## config.mk

```make
export PLATFORM = sky130hd
export DESIGN_NAME = lcd_cmd_seq
export DESIGN_NICKNAME = d
export VERILOG_FILES = /design/src/rtl/lcd_seq_pkg.sv /design/src/rtl/lcd_tick_div.sv /design/src/rtl/lcd_seq_fsm.sv /design/src/rtl/lcd_strobe.sv /design/src/rtl/lcd_cmd_seq.sv
export SDC_FILE = /design/constraint.sdc
export NUM_CORES = 1
export LEC_CHECK = 0
export BUFFER_PORTS_ARGS = -buffer_cell sky130_fd_sc_hd__buf_2
export CAP_MARGIN = 20
export CORE_MARGIN = 1
export CORE_UTILIZATION = 57
export CTS_CLUSTER_DIAMETER = 50
export CTS_CLUSTER_SIZE = 16
export DETAILED_ROUTE_END_ITERATION = 7
export PLACE_DENSITY = 0.81
export SLEW_MARGIN = 15
export SYNTH_ARGS = -nofsm -noshare
export SYNTH_HDL_FRONTEND = slang
export SYNTH_SLANG_ARGS = --single-unit
export TNS_END_PERCENT = 5
```

## constraint.sdc

```tcl
create_clock -name clk -period 2.75 [get_ports clk]
set_clock_uncertainty 0.2 [all_clocks]
set_input_delay 0.4125 -clock clk [delete_from_list [all_inputs] [get_ports clk]]
set_output_delay 0.4125 -clock clk [all_outputs]
set_load 0.005 [all_outputs]
```

## src/rtl/lcd_seq_pkg.sv

```systemverilog
package lcd_seq_pkg;

   typedef enum logic [1:0] {
      ST_ENTRY = 2'd0,
      ST_DATA  = 2'd1,
      ST_HOME  = 2'd2
   } seq_state_e;

   function automatic int cnt_width(input int limit);
      return (limit > 1) ? $clog2(limit) : 1;
   endfunction

endpackage

```

## src/rtl/lcd_tick_div.sv

```systemverilog
module lcd_tick_div #(
   parameter int DIV_LIMIT = 25000
) (
   input  logic clk,
   input  logic rst,
   output logic rise_tick,
   output logic fall_tick,
   output logic hold_end
);
   import lcd_seq_pkg::*;

   localparam int CNT_W = cnt_width(DIV_LIMIT);
   localparam logic [CNT_W-1:0] LAST = CNT_W'(DIV_LIMIT - 1);

   logic [CNT_W-1:0] cnt_q;
   logic             step_q;
   logic             wrap;

   generate
      if (DIV_LIMIT < 2) begin : g_bad_div
         $error("lcd_tick_div: DIV_LIMIT must be at least 2");
      end
   endgenerate

   assign wrap     = (cnt_q == LAST);
   assign hold_end = wrap & ~step_q;

   always_ff @(posedge clk) begin
      if (rst) begin
         cnt_q     <= '0;
         step_q    <= 1'b0;
         rise_tick <= 1'b0;
         fall_tick <= 1'b0;
      end else begin
         rise_tick <= wrap & ~step_q;
         fall_tick <= wrap & step_q;
         if (wrap) begin
            cnt_q  <= '0;
            step_q <= ~step_q;
         end else begin
            cnt_q  <= cnt_q + 1'b1;
         end
      end
   end

   AST_CNT_IN_RANGE: assert property (@(posedge clk) disable iff (rst)
      cnt_q <= LAST);

   AST_STEP_TOGGLE: assert property (@(posedge clk) disable iff (rst)
      wrap |=> (step_q != $past(step_q)));

   AST_TICKS_EXCLUSIVE: assert property (@(posedge clk) disable iff (rst)
      !(rise_tick && fall_tick));

endmodule

```

## src/rtl/lcd_seq_fsm.sv

```systemverilog
module lcd_seq_fsm #(
   parameter int              DATA_W     = 8,
   parameter int              CHAR_COUNT = 16,
   parameter logic [DATA_W-1:0] ENTRY_CODE = 8'h06,
   parameter logic [DATA_W-1:0] DATA_CODE  = 8'h5F,
   parameter logic [DATA_W-1:0] HOME_CODE  = 8'h02
) (
   input  logic              clk,
   input  logic              rst,
   input  logic              advance,
   output logic [DATA_W-1:0] bus_q,
   output logic              rs_q,
   output logic              led_q
);
   import lcd_seq_pkg::*;

   seq_state_e state_q;
   logic       last_char;

   generate
      if (CHAR_COUNT < 1) begin : g_bad_count
         $error("lcd_seq_fsm: CHAR_COUNT must be at least 1");
      end

      if (CHAR_COUNT == 1) begin : g_single
         assign last_char = 1'b1;
      end else begin : g_counter
         localparam int CHR_W = cnt_width(CHAR_COUNT);
         localparam logic [CHR_W-1:0] CHR_LAST = CHR_W'(CHAR_COUNT - 1);
         logic [CHR_W-1:0] chr_q;

         assign last_char = (chr_q == CHR_LAST);

         always_ff @(posedge clk) begin
            if (rst) begin
               chr_q <= '0;
            end else if (advance && state_q == ST_DATA) begin
               chr_q <= last_char ? '0 : chr_q + 1'b1;
            end
         end

         AST_CHAR_IN_RANGE: assert property (@(posedge clk) disable iff (rst)
            chr_q <= CHR_LAST);

         AST_CHAR_ONLY_IN_DATA: assert property (@(posedge clk) disable iff (rst)
            (state_q != ST_DATA) |-> (chr_q == '0));
      end
   endgenerate

   always_ff @(posedge clk) begin
      if (rst) begin
         state_q <= ST_ENTRY;
         bus_q   <= '0;
         rs_q    <= 1'b0;
         led_q   <= 1'b0;
      end else if (advance) begin
         case (state_q)
            ST_ENTRY: begin
               bus_q   <= ENTRY_CODE;
               rs_q    <= 1'b0;
               led_q   <= 1'b0;
               state_q <= ST_DATA;
            end
            ST_DATA: begin
               bus_q   <= DATA_CODE;
               rs_q    <= 1'b1;
               led_q   <= 1'b1;
               state_q <= last_char ? ST_HOME : ST_DATA;
            end
            ST_HOME: begin
               bus_q   <= HOME_CODE;
               rs_q    <= 1'b0;
               led_q   <= 1'b1;
               state_q <= ST_DATA;
            end
            default: begin
               bus_q   <= '0;
               rs_q    <= 1'b0;
               led_q   <= 1'b0;
               state_q <= ST_ENTRY;
            end
         endcase
      end
   end

   AST_RESET_CLEARS: assert property (@(posedge clk)
      rst |=> (bus_q == '0 && !rs_q && !led_q));

   AST_HOLD_BETWEEN: assert property (@(posedge clk) disable iff (rst)
      !advance |=> ($stable(bus_q) && $stable(rs_q) && $stable(led_q)));

   AST_DATA_FIELDS: assert property (@(posedge clk) disable iff (rst)
      rs_q |-> (bus_q == DATA_CODE && led_q));

   AST_ENTRY_LED_OFF: assert property (@(posedge clk) disable iff (rst)
      (state_q == ST_ENTRY) |-> !led_q);

endmodule

```

## src/rtl/lcd_strobe.sv

```systemverilog
module lcd_strobe (
   input  logic clk,
   input  logic rst,
   input  logic open_tick,
   input  logic close_now,
   input  logic rise_tick,
   output logic en_q
);

   always_ff @(posedge clk) begin
      if (rst) begin
         en_q <= 1'b0;
      end else if (open_tick) begin
         en_q <= 1'b1;
      end else if (close_now) begin
         en_q <= 1'b0;
      end
   end

   AST_EN_LOW_AT_ADVANCE: assert property (@(posedge clk) disable iff (rst)
      rise_tick |-> !en_q);

   AST_EN_RESET: assert property (@(posedge clk)
      rst |=> !en_q);

endmodule

```

## src/rtl/lcd_cmd_seq.sv

```systemverilog
module lcd_cmd_seq #(
   parameter int         DIV_LIMIT  = 25000,
   parameter int         CHAR_COUNT = 16,
   parameter logic [7:0] HOME_CODE  = 8'h02
) (
   input  logic       clk,
   input  logic       rst,
   output logic [7:0] lcd_data,
   output logic       lcd_rs,
   output logic       lcd_en,
   output logic       status_led
);

   logic rise_tick;
   logic fall_tick;
   logic hold_end;

   lcd_tick_div #(
      .DIV_LIMIT (DIV_LIMIT)
   ) u_div (
      .clk       (clk),
      .rst       (rst),
      .rise_tick (rise_tick),
      .fall_tick (fall_tick),
      .hold_end  (hold_end)
   );

   lcd_seq_fsm #(
      .DATA_W     (8),
      .CHAR_COUNT (CHAR_COUNT),
      .ENTRY_CODE (8'h06),
      .DATA_CODE  (8'h5F),
      .HOME_CODE  (HOME_CODE)
   ) u_fsm (
      .clk     (clk),
      .rst     (rst),
      .advance (rise_tick),
      .bus_q   (lcd_data),
      .rs_q    (lcd_rs),
      .led_q   (status_led)
   );

   lcd_strobe u_strobe (
      .clk       (clk),
      .rst       (rst),
      .open_tick (fall_tick),
      .close_now (hold_end),
      .rise_tick (rise_tick),
      .en_q      (lcd_en)
   );

endmodule

```

## Word level (Yosys, flattened, before mapping)

Index checks and enable logic that the tools add are counted.

| storage, ports and cells | value |
|---|---|
| bits in registers | 35 |
| input port bits | 2 |
| output and inout port bits | 11 |
| word-level logic and storage cells | 33 |

| operators by class | value |
|---|---|
| add/subtract/negate cells | 2 |
| equal/unequal tests | 4 |
| multiplexer cells | 8 |
| bitwise operators | 3 |
| reduce and logical (&&, ||, !) cells | 6 |

Operator list:

| cell | count |
|---|---|
| one-hot mux 7 bit (3 select lines) | 1 |
| adder 15 x 1 -> 15 bit, second input constant | 1 |
| equality test 15 bit, second input constant | 1 |
| OR reduction 2 bit | 3 |
| adder 4 x 1 -> 4 bit, second input constant | 1 |
| equality test 4 bit, second input constant | 1 |
| 2-to-1 mux 1 bit | 4 |
| 2-to-1 mux 4 bit | 1 |
| one-hot mux 2 bit (2 select lines) | 1 |
| AND 1 bit | 2 |
| equality test 2 x 1 -> 1 bit, second input constant | 1 |
| equality test 2 bit, second input constant | 1 |
| logical NOT 2 bit | 1 |
| 2-to-1 mux 2 bit | 1 |
| nonzero test 2 bit | 1 |
| logical AND 1 bit | 1 |
| NOT 1 bit | 1 |

## Longest topological paths before layout

| logic depth | value |
|---|---|
| depth in word-level cells | 4 |
| depth in mapped cells | 7 |
| gate-level depth less buffers | 6 |

## Cells and area by module

Synthesis repeated with hierarchy kept, for this count alone.

| second synthesis, totals | value |
|---|---|
| cell total of the unflattened synthesis | 149 |
| area, all modules | 1362.6 µm² |

Modules (own cells, without submodules):

| module | instances | cells an instance | area an instance (µm²) | sequential area each (µm²) |
|---|---|---|---|---|
| lcd_tick_div | 1 | 83 | 755.7 | 360.3 |
| lcd_seq_fsm | 1 | 62 | 568.0 | 220.2 |
| lcd_strobe | 1 | 4 | 38.8 | 20.0 |

## Worst setup path after synthesis

OpenSTA, ideal clock, no wires.

| timing path | value |
|---|---|
| path type | register to register |
| start point | reg u_div.cnt_q[10] |
| end point | reg u_div.cnt_q[14] |
| library setup time | 115 ps |
| data arrival time | 1606 ps |
| required time | 2435 ps |
| path slack | 829 ps |
| cell stages (with the launch flop) | 7 |
| path buffers | 2 |
| clock period less this slack | 1921 ps |
| cell sequence | dfxtp_1 or4b_4 nor4_4 or2_1 buf_6 buf_12 nor2_1 |

| on the way | value |
|---|---|
| cells in the longest elaborated chain, start to end | 2 |
| elaborated cells between the ends (all ways) | 3 |
| those cells by class | add/sub (1); eq/ne (1); reduce/logical (1) |

RTL lines:

| item | line | text |
|---|---|---|
| start: declaration | lcd_tick_div.sv:15 | `logic [CNT_W-1:0] cnt_q;` |
| start signal: assignment | lcd_tick_div.sv:41 | `cnt_q <= cnt_q + 1'b1;` |
| parallel branches: the longest is 2 deep, another holds adder 15 x 1 -> 15 bit | n/a |  |

Parallel ways; which one is timed is not known.
A chain may end at the register's enable or synchronous reset.

## Worst setup path after layout

| timing path | value |
|---|---|
| start point | reg u_div.cnt_q[10] |
| end point | reg u_div.cnt_q[2] |

| on the way | value |
|---|---|
| cells in the longest elaborated chain, start to end | 2 |

RTL lines:

| item | line | text |
|---|---|---|
| equality test 15 bit | lcd_tick_div.sv:25 | `assign wrap = (cnt_q == LAST);` |
| OR reduction 2 bit (no source line) | n/a |  |

No other way between the ends.

==> flow_metrics.py <==
metrics = {
    "logic_synthesis": {
        "avgSynthCellArea_sq_um": 8.95,
        "syn_inst": 150,
        "netlist-cell-type-count": 29,
        "synthTopCellsByArea": "dfxtp_1, nor2_1, ha_1",
        "ys_seq_elements": 29,
        "seq_area_frac_synth": 0.432,
        "yosysWarnings": 0,
        "netlist_area_sq_mm": 0.00134,
        "synth.top_cell.area_share": 0.432,
        "yosysTopAreaCell": "dfxtp_1",
    },
    "sta": {
        "setup_viol": 0,
        "finalCriticalPeriod_ns": 2.21,
        "rsz0062_at_grt": "false",
        "drv_slew": 0,
        "fmax_mhz": 454,
        "post-route-period-util": 0.802,
        "finalSetupTns_ns": 0,
        "hold_viol_final": 0,
        "hold_ws_ns": 0.218,
    },
    "outcome": {
        "status": "finished clean",
    },
    "clocking": {
        "cts_buffers": 5,
        "cts-resized-gates": 0,
        "clk_latency_ns": 0.33,
        "cts.path.max_buffers": 2,
        "post_cts_buffers": 0,
        "clk_root_buffer_cell": "clkbuf_4",
        "hold_buffers": 0,
        "ctsHtreeMaxLevel": 2,
        "cts.sinks": 29,
        "cts_tree": "built",
        "cts.clk_slew.worst_paths_ns": 0.09,
    },
    "place": {
        "gp_congestion": 0.781,
        "dpl-instance-area_sq_mm": 0.00134,
        "dp_hpwl_microns": 1650,
        "port_buffers": 10,
        "place_inst": 178,
    },
    "drt": {
        "drt-vias-per-instance": 5.40,
        "routed_wl_microns": 2270,
        "drtIter0Drc": 26,
        "drtPass1Iterations": 4,
        "wl_per_cell_microns": 12.2,
        "vias": 1004,
        "antenna_left": 0,
        "drc": 0,
    },
    "critical_path": {
        "worst-endpoint-required_ns": 2.75,
        "critPathCaptureType": "flip-flop",
        "crit_fanout": 15,
        "startpoint_type": "flip-flop",
        "worst-endpoint-arrival_ns": 2.20,
        "path_class": "flip-flop to flip-flop",
    },
    "floorplan": {
        "design.die.area_sq_mm": 0.00255,
        "die_x_microns": 50.5,
        "die_y_microns": 50.5,
        "floorplan.core_area_sq_mm": 0.00221,
        "row_count": 17,
        "io_pins": 13,
        "start_util": 0.607,
    },
    "global_routing": {
        "grtUsageTotal": 0.214,
        "grt-ovfl-total": 0,
        "grt_pass1_vias": 923,
        "grt_max_degree": 16,
        "grt_antenna_before_repair": 0,
        "grt_pass1_wl_microns": 3900,
    },
    "pwr": {
        "netSwitchingPower_uw": 159,
        "p_leak_uw": 0.000531,
        "pwr-share-clk": 0.354,
        "ir_drop_mv": 0.452,
        "p_int_uw": 525,
        "p_sw_frac": 0.233,
        "p_total_uw": 684,
        "pwr-share-seq": 0.624,
        "p_per_area_mw_per_mm2": 490,
        "comb_power_share": 0.022,
    },
    "finish": {
        "instances_no_fill": 186,
        "final_area_sq_mm": 0.00140,
        "final_cell_mix": "nor2_1, dfxtp_1, xnor2_1, buf_2, nand3_1",
        "n_antenna_cell": 0,
        "drive_gt1_frac": 0.127,
        "fin_nets": 166,
        "layout_commonest_cell": "nor2_1",
        "flow.area_growth_from_synthesis_pct": 3.91,
    },
    "run": {
        "maxCapViolations": 0,
    },
    "min_path": {
        "hold_path.class": "input port to flip-flop",
    },
}
state kept, by name (all words and copies together) (netlist names), 2 cells and up:
signal / flops
u_fsm.state_q: 2
u_fsm.g_counter.chr_q: 4
u_fsm.bus_q: 2
u_div.cnt_q: 15
cells in the mapped netlist:
cell	count
a211o_1	1
a211oi_1	2
a21o_1	1
a21oi_1	6
a22oi_1	1
and3_1	2
and3b_2	1
buf_12	1
buf_4	6
buf_6	1
clkbuf_1	3
conb_1	1
dfxtp_1	29
ha_1	7
inv_1	6
mux2i_1	1
nand2_1	7
nand3_1	9
nand4_1	5
nor2_1	30
nor3_1	6
nor3b_1	2
nor4_1	3
nor4_4	1
or2_1	1
or4_1	1
or4b_4	1
xnor2_1	10
xor2_1	5
cells by family after synthesis:
group	share of synthesized area
mux	0.00746
xor+xnor	0.0979
simple gates	0.261
flops	0.432
compound gates	0.0513
buf+inv	0.0820
other cells	0.00279
fa+ha+maj	0.0652
worst max-delay path, cell delays in order (launching register included):
cell and delay [ns]:
dfxtp_1 0.37, or4b_4 0.56, nor4_4 0.37, or2_1 0.46, nor2_1 0.11
final cells by class:
type,count,area (sq um)
clock buffer,6,41.3
clock inverter,2,10.0
timing repair buffer,10,50.0
inverter,6,22.5
tap,28,35.0
fill,195,817
sequential,29,581
multi-input combinational,105,656
power groups by stage:
stage / logic (uW) / registers (uW) / clock network (uW)
floorplan: 18.7 / 436 / 0
finish: 15.3 / 427 / 242
global route: 17.7 / 427 / 271
detailed placement: 15.4 / 437 / 0
global placement: 14.6 / 436 / 0
CTS: 15.6 / 427 / 248
worst paths after layout:
path                    from             end  slack [ns]  cells past startpoint
max          u_div.cnt_q[10]  u_div.cnt_q[2]        0.54                      4
min                      rst  u_fsm.bus_q[2]        0.22                      2
max reg2reg  u_div.cnt_q[10]  u_div.cnt_q[2]        0.54                      4
min reg2reg   u_div.cnt_q[0]  u_div.cnt_q[0]        0.26                      1
layer usage:
layer,wire [microns],global-route usage,vias to the layer above
met1,1020,0.228,464
met4,40,0.0880,0
met5,0,0,-
met3,99,0.0909,5
li1,-,-,513
met2,1110,0.367,22
stage by stage:
| step | setup WS [ns] | utilization |
|---|---|---|
| detailed placement | 0.561 | 0.607 |
| floorplan | 0.829 | - |
| global route | 0.410 | 0.631 |
| finish | 0.545 | 0.631 |
| CTS | 0.534 | 0.631 |
| global placement | 0.636 | 0.607 |
No activity file was read; power rests on OpenSTA's default activity.
